[src/rtl/cmd_frame_decoder.sv]
module cmd_frame_decoder (
  input  logic       clk,
  input  logic       rst_n,
  input  logic       rx_valid,
  input  logic [7:0] rx_data,
  output logic       wr_en,
  output logic [1:0] wr_bank,
  output logic [3:0] wr_addr,
  output logic [7:0] wr_data,
  output logic [1:0] bank,
  output logic       slow_mode,
  output logic       led,
  output logic       adc_en,
  output logic       fsm_rst_p,
  output logic       arm_p,
  output logic       adc_rst_p
);
  localparam logic [7:0] TERM      = 8'h7E;
  localparam logic [7:0] SYNC0     = 8'h40;
  localparam logic [3:0] ADDR_CTL  = 4'd14;
  localparam logic [3:0] ADDR_BANK = 4'd15;
  localparam int         HDR_LEN   = 5;

  typedef enum logic [1:0] {S_HDR, S_HI, S_LO} state_t;

  state_t     st;
  logic [2:0] hidx;
  logic [7:0] hi_q;

  function automatic logic [7:0] hdr_byte(input logic [2:0] i);
    case (i)
      3'd0:    return 8'h40;
      3'd1:    return 8'h4C;
      3'd2:    return 8'h44;
      3'd3:    return 8'h53;
      default: return 8'h7E;
    endcase
  endfunction

  wire [15:0] word    = {hi_q, rx_data};
  wire        word_ok = !word[15] && !word[7] && (word[6] != word[5]) && (word[14] != word[13]);
  wire [7:0]  val     = {word[13:12], word[5:0]};
  wire [3:0]  adr     = word[11:8];

  always_ff @(posedge clk) begin
    if (!rst_n) begin
      st        <= S_HDR;
      hidx      <= '0;
      hi_q      <= '0;
      wr_en     <= 1'b0;
      wr_bank   <= '0;
      wr_addr   <= '0;
      wr_data   <= '0;
      bank      <= '0;
      slow_mode <= 1'b0;
      led       <= 1'b0;
      adc_en    <= 1'b0;
      fsm_rst_p <= 1'b0;
      arm_p     <= 1'b0;
      adc_rst_p <= 1'b0;
    end else begin
      wr_en     <= 1'b0;
      fsm_rst_p <= 1'b0;
      arm_p     <= 1'b0;
      adc_rst_p <= 1'b0;
      if (rx_valid) begin
        case (st)
          S_HDR: begin
            if (rx_data == hdr_byte(hidx)) begin
              if (hidx == 3'(HDR_LEN - 1)) begin
                st   <= S_HI;
                hidx <= '0;
              end else begin
                hidx <= hidx + 3'd1;
              end
            end else begin
              hidx <= (rx_data == SYNC0) ? 3'd1 : 3'd0;
            end
          end
          S_HI: begin
            if (rx_data == TERM) begin
              st <= S_HDR;
            end else begin
              hi_q <= rx_data;
              st   <= S_LO;
            end
          end
          default: begin
            st <= S_HI;
            if (word_ok) begin
              wr_en   <= 1'b1;
              wr_bank <= bank;
              wr_addr <= adr;
              wr_data <= val;
              if (adr == ADDR_BANK) begin
                bank      <= val[1:0];
                slow_mode <= val[5];
              end
              if (adr == ADDR_CTL) begin
                led       <= val[7];
                adc_en    <= val[4];
                fsm_rst_p <= val[0];
                arm_p     <= val[1];
                adc_rst_p <= val[6];
              end
            end
          end
        endcase
      end
    end
  end
endmodule

[config.mk]
export PLATFORM = sky130hd
export DESIGN_NAME = cmd_frame_decoder
export DESIGN_NICKNAME = d
export VERILOG_FILES = /design/src/rtl/cmd_frame_decoder.sv
export SDC_FILE = /design/constraint.sdc
export NUM_CORES = 1
export LEC_CHECK = 0
export ABC_AREA = 1
export CAP_MARGIN = 20
export CORE_UTILIZATION = 50
export DETAILED_ROUTE_END_ITERATION = 8
export PLACE_DENSITY = 0.88
export SLEW_MARGIN = 20
export SYNTH_ARGS = -nofsm -noshare
export SYNTH_HDL_FRONTEND = slang
export SYNTH_SLANG_ARGS = --single-unit
[constraint.sdc]
create_clock -name clk -period 2.1 [get_ports clk]
set_input_delay 0.21 -clock clk [delete_from_list [all_inputs] [get_ports clk]]
set_output_delay 0.21 -clock clk [all_outputs]
set_load 0.01 [all_outputs]
# ---- Yosys cells after proc, flatten, opt, wreduce, memory -nomap -nowiden
# Index checks and enable logic that the tools add are counted.
dict set report op_classes {
  add_sub_neg 1
  n_eq_ne 14
  muxes 12
  bitwise 6
  reduce_logical 16
}
# operator n
set op_table {}
lappend op_table {{8-bit 2-to-1 mux} 3}
lappend op_table {{6-bit case mux with 4 select lines} 1}
lappend op_table {{8-bit by 7-bit == test with 1-bit output, second input constant} 2}
lappend op_table {{3-bit AND reduction} 3}
lappend op_table {{4-bit == test, second input constant} 2}
lappend op_table {{8-bit == test} 1}
lappend op_table {{4-bit AND reduction} 2}
lappend op_table {{3-bit by 2-bit == test with 1-bit output, second input constant} 2}
lappend op_table {{2-bit 2-to-1 mux} 3}
lappend op_table {{3-bit 2-to-1 mux} 2}
lappend op_table {{1-bit NOT} 6}
lappend op_table {{6-bit OR reduction} 1}
lappend op_table {{2-bit inequality test, second input constant} 2}
lappend op_table {{2-bit case mux with 2 select lines} 1}
lappend op_table {{4-bit OR reduction} 1}
lappend op_table {{3-bit by 1-bit adder with 3-bit output, second input constant} 1}
lappend op_table {{3-bit by 1-bit == test with 1-bit output, second input constant} 1}
lappend op_table {{3-bit == test, second input constant} 1}
lappend op_table {{1-bit logical AND} 3}
lappend op_table {{3-bit zero test} 1}
lappend op_table {{2-bit by 1-bit == test with 1-bit output, second input constant} 1}
lappend op_table {{1-bit zero test} 2}
lappend op_table {{2-bit zero test} 1}
lappend op_table {{1-bit 2-to-1 mux} 2}
lappend op_table {{3 further kinds} 4}
dict set report word_totals {
  ff_bits 36
  wordCells 63
}

# ---- Logic depth before layout (Yosys ltp)
dict set report logic_depth {
  depth_word 8
  mapped_depth 14
}

# ---- Least setup slack after synthesis
# Ideal clock, no wire load.
dict set report synth_path {
  kind {reg2reg}
  from {reg hidx[0]}
  to {reg hidx[0]}
  setup_ps 117
  t_arrival_ps 1491
  slack_ps 492
  path_stages_with_launch 15
  path_buffers 0
  path_cell_list {dfxtp_1 > ha_1 > ha_1 > inv_1 > nand2_1 > nand2_1 > nand2_1 > nand2_1 > nand2_1 > nor2_2 > nand2_1 > nand2_1 > nand2_1 > nor2_1 > nor2_1}
}
dict set report synth_between {
  elab_chain_len 7
  word_cells_on_any_way 13
  classes_between {1 x add/sub; 5 x eq/ne; 6 x mux; 1 x reduce/logical}
}
# element line_no
set synth_lines {}
lappend synth_lines {{start, declared} 27} ;# logic [2:0] hidx;
lappend synth_lines {{start signal, assigned} 74} ;# hidx <= hidx + 3'd1;
lappend synth_lines {{start signal, assigned} 77} ;# hidx <= (rx_data == SYNC0) ? 3'd1 : 3'd0;
lappend synth_lines {{3-bit by 2-bit == test with 1-bit output, or another cell as far along} 31} ;# case (i)
lappend synth_lines {{6-bit case mux with 4 select lines} 31}
lappend synth_lines {{8-bit 2-to-1 mux} 67} ;# case (st)
lappend synth_lines {{8-bit 2-to-1 mux} 66} ;# if (rx_valid) begin
lappend synth_lines {{8-bit 2-to-1 mux} 46} ;# if (!rst_n) begin
lappend synth_lines {{8-bit == test} 69} ;# if (rx_data == hdr_byte(hidx)) begin
lappend synth_lines {{3-bit 2-to-1 mux *} 69}
# Mark *: on every way between the ends. The rest lies on a longest branch, timed or not. The select of a mux whose other input is x is not followed.
# A chain may end at the register's enable or synchronous reset.

# ---- Final worst setup path
# Same ends and word-level chain as after synthesis.

==> qor.csv <==
stage,metric,value,unit
logic_synthesis,syn_area_per_cell,7.38,µm²
finish,area grow syn2layout,27.3,%
finish,multi-input logic area,801,µm²
global_route,first-pass GRT wire length,5920,µm
placed_design,Port-buffer cells,33,
route,DRT Pass-1 Iters,4,
timing,Slew HR,66.2,%
timing,Final setup viols,0,
logic_synthesis,Synth Area in Compound Gates,15.7,%
floorplanning,die area,3540,µm²
clock_tree,CTS tree,done,
placed_design,DP HPWL,2700,µm
logic_synthesis,Adder-Cell Fraction of Synth Area,3.79,%
timing,Worst Skew,0.00492,ns
timing,Slew Limit Fails,0,
clock_tree,Num Clock Sinks,36,
finish,fraction of layout cells with a size suffix above 1,9.09,%
power_and_ir_drop,Final Power,1.26,mW
logic_synthesis,Synthesized Nets,240,
floorplanning,initial core utilization,53.3,%
worst_setup_path,crit path capture type,register,
worst_setup_path,CP required,2.34,ns
logic_synthesis,Synth Warn #,0,
logic_synthesis,"flops & latches, synth",36,
finish,Sequential cell area,721,µm²
power_and_ir_drop,PwrDens,598,nW/µm²
clock_tree,Inserted Clock Buffers,5,
route,antenna-violating nets left,0,
worst_setup_path,Critical Path Fanout Max,5,
finish,# diodes,0,
clock_tree,CTS resizes,0,
global_route,met1 track demand over resource,25.8,%
logic_synthesis,synthesized instance count,224,
placed_design,Final Wtd Congestion,0.862,
floorplanning,Die Span Y,59.5,µm
status,outcome,finished clean,
flow_run,max cap viols,0,
timing,post-layout minimum cycle time,1.81,ns
worst_setup_path,RR Startpoint,hidx[0],
logic_synthesis,mapped cell area,1650,µm²
logic_synthesis,post-synthesis mux area share,0,%
route,Vias/cell,5.03,
global_route,busiest grt layer,met2,
clock_tree,clk slew on worst S/H paths,0.11,ns
logic_synthesis,Synth cell types,28,
min_path,hold crit path type,reg -> reg,
worst_setup_path,Worst EP arrival,2.06,ns
clock_tree,Post-CTS Setup Bufs,0,
timing,unrepaired setup endpoints after global routing,no,
global_route,GRT overflow,0,
timing,Final Hold Viols,0,
route,drt drc,0,
clock_tree,CTS H-Tree Depth,2,
timing,Min Hold Slack,0.462,ns
finish,Fillers,284,
worst_setup_path,cell family with most CP delay,simple AND/OR/NAND/NOR gates,
worst_setup_path,Most common cell on crit path,nand2_1,
timing,setup TNS,0,ns
min_path,hold path start,hi_q[7],
global_route,routing usage on met3,3.93,%
finish,Final #Nets,279,
worst_setup_path,Worst setup SP type,register,
clock_tree,hold buffer count at cts,0,
floorplanning,core area,3100,µm²
power_and_ir_drop,Worst VDD drop,0.364,mV
clock_tree,Worst-Skew Late Latency,0.34,ns
power_and_ir_drop,leakage,0.860,nW
worst_setup_path,Crit path buffers/inverters,1,
worst_setup_path,Worst path slowest cell,dfxtp_1,
global_route,met2 Resource Use GR,40.3,%
worst_setup_path,crit-path cells,ha_1 -> ha_1 -> inv_1 -> nand2_1 -> nand2_1 -> nand2_1 -> nand2_1 -> nand2_1 -> nor2_2 -> nand2_1 -> nand2_1 -> nand2_1 -> nor2_1 -> nor2_1,
logic_synthesis,main combinational cell family by area after synthesis,simple AND/OR/NAND/NOR gates,
route,final wirelength,3540,µm
timing,maximum clock frequency,0.552,GHz
global_route,vias in the first global route,1431,
timing,Tcrit/Tclk final,86.3,%
timing,Worst Tran Pin Value,0.503,ns
worst_setup_path,WS Path Type,reg -> reg,
worst_setup_path,Worst path max stage delay,0.36,ns
global_route,initial antenna violation count,0,
worst_setup_path,Crit. Startpoint,hidx[0],
logic_synthesis,"Seq/Total Area, Yosys",43.6,%
route,WL/cell,11.5,µm
floorplanning,Die Width,59.5,µm
route,DRT iter0 DRCs,68,
floorplanning,IO Count,34,
clock_tree,maximum clock path buffer count,2,
global_route,aggregate global-route resource usage,22.5,%
floorplanning,Rows,20,
clock_tree,Root Buffer,clkbuf_4,
route,vias,1550,
logic_synthesis,simple-gate share of the synthesized area,27.9,%
global_route,largest net degree at the start of global routing,18,
logic_synthesis,XOR/XNOR Fraction of Synth Area,1.06,%
==> sequential cells by signal (all words and copies together), names as in the netlist <==
register and count:
adc_en 1, adc_rst_p 1, arm_p 1, bank 2
fsm_rst_p 1, hi_q 8, hidx 3, led 1
slow_mode 1, st 2, wr_addr 4, wr_bank 2
wr_data 8, wr_en 1
==> final timing paths <==
check | to | slack [ns] | cells past startpoint
min reg2reg | hi_q[7] | 0.46 | 2
max | hidx[0] | 0.29 | 14
min | hi_q[7] | 0.46 | 2
max reg2reg | hidx[0] | 0.29 | 14
==> Yosys cell counts (all sizes together) <==
| master | instances | area (µm²) |
|---|---|---|
| nor4 | 3 | 18.8 |
| ha | 5 | 62.6 |
| o21bai | 1 | 7.51 |
| xor2 | 2 | 17.5 |
| nor2 | 19 | 106 |
| inv | 26 | 100 |
| buf | 3 | 20.0 |
| nand4 | 3 | 18.8 |
| clkinv | 1 | 3.75 |
| nand3 | 10 | 55.1 |
| nor3b | 1 | 7.51 |
| nor3 | 6 | 35.0 |
| nand2 | 57 | 219 |
| a21oi | 31 | 159 |
| dfxtp | 36 | 721 |
| clkbuf | 2 | 7.51 |
| o21ai | 18 | 93.8 |
==> kinds of logic (layout without fill, tap and decap cells) <==
logic type               after synthesis  in the layout
AO/OA/AOI/OAI                         50             50
XOR/XNOR                               2              2
adder cells (fa/ha/maj)                5              5
flip-flops                            36             36
AND/OR/NAND/NOR                       99             99
buffers and inverters                 32             72
==> cell type report <==
type / instances / area share [%]
clock buffer: 7 / 2.62
clock inverter: 1 / 0.357
inverter: 27 / 4.94
multi-input combinational: 156 / 38.1
sequential: 36 / 34.3
tap: 44 / 2.62
timing repair buffer: 37 / 17.1
==> through the flow <==
step	instance area (µm²)	utilization [%]	setup slack, ns	cells
2_1_floorplan	1650	-	0.492	224
3_3_place_gp	2040	65.8	0.294	300
3_5_place_dp	2040	65.8	0.218	300
4_1_cts	2100	67.8	0.281	308
5_1_grt	2100	67.8	0.0896	308
6_report	2100	67.8	0.287	308
==> placed cells by master (no fill, tap or decap), drive strengths merged, types with 5 or more instances in the layout <==
cell,n
a21oi,31
clkbuf,7
clkdlybuf4s50,33
dfxtp,36
ha,5
inv,26
nand2,57
nand3,10
nor2,19
nor3,6
o21ai,18
==> worst register-to-register path, delay by kind of cell (launching register included) <==
kind / cells / cell delay [ns]
buffers and inverters: 1 / 0.11
adders and majority gates: 2 / 0.43
DFF: 1 / 0.36
and+or+nand+nor: 11 / 0.82
==> metal layers <==
layer | wire length (µm) | up-vias | part of all wire, %
li1 | - | 807 | -
met1 | 1580 | 687 | 45
met2 | 1710 | 47 | 48
met3 | 185 | 9 | 5.2
met4 | 65 | 0 | 1.8
met5 | 0 | - | 0
==> power breakdown <==
group          switching, mW  leakage [nW]  internal, mW  total [mW]
Sequential            0.0109         0.291         0.695       0.706
Clock                  0.235        0.0315         0.164       0.399
Combinational         0.0951         0.537        0.0591       0.154
Total                  0.341         0.860         0.918        1.26
(Power assumes the default switching activity.)
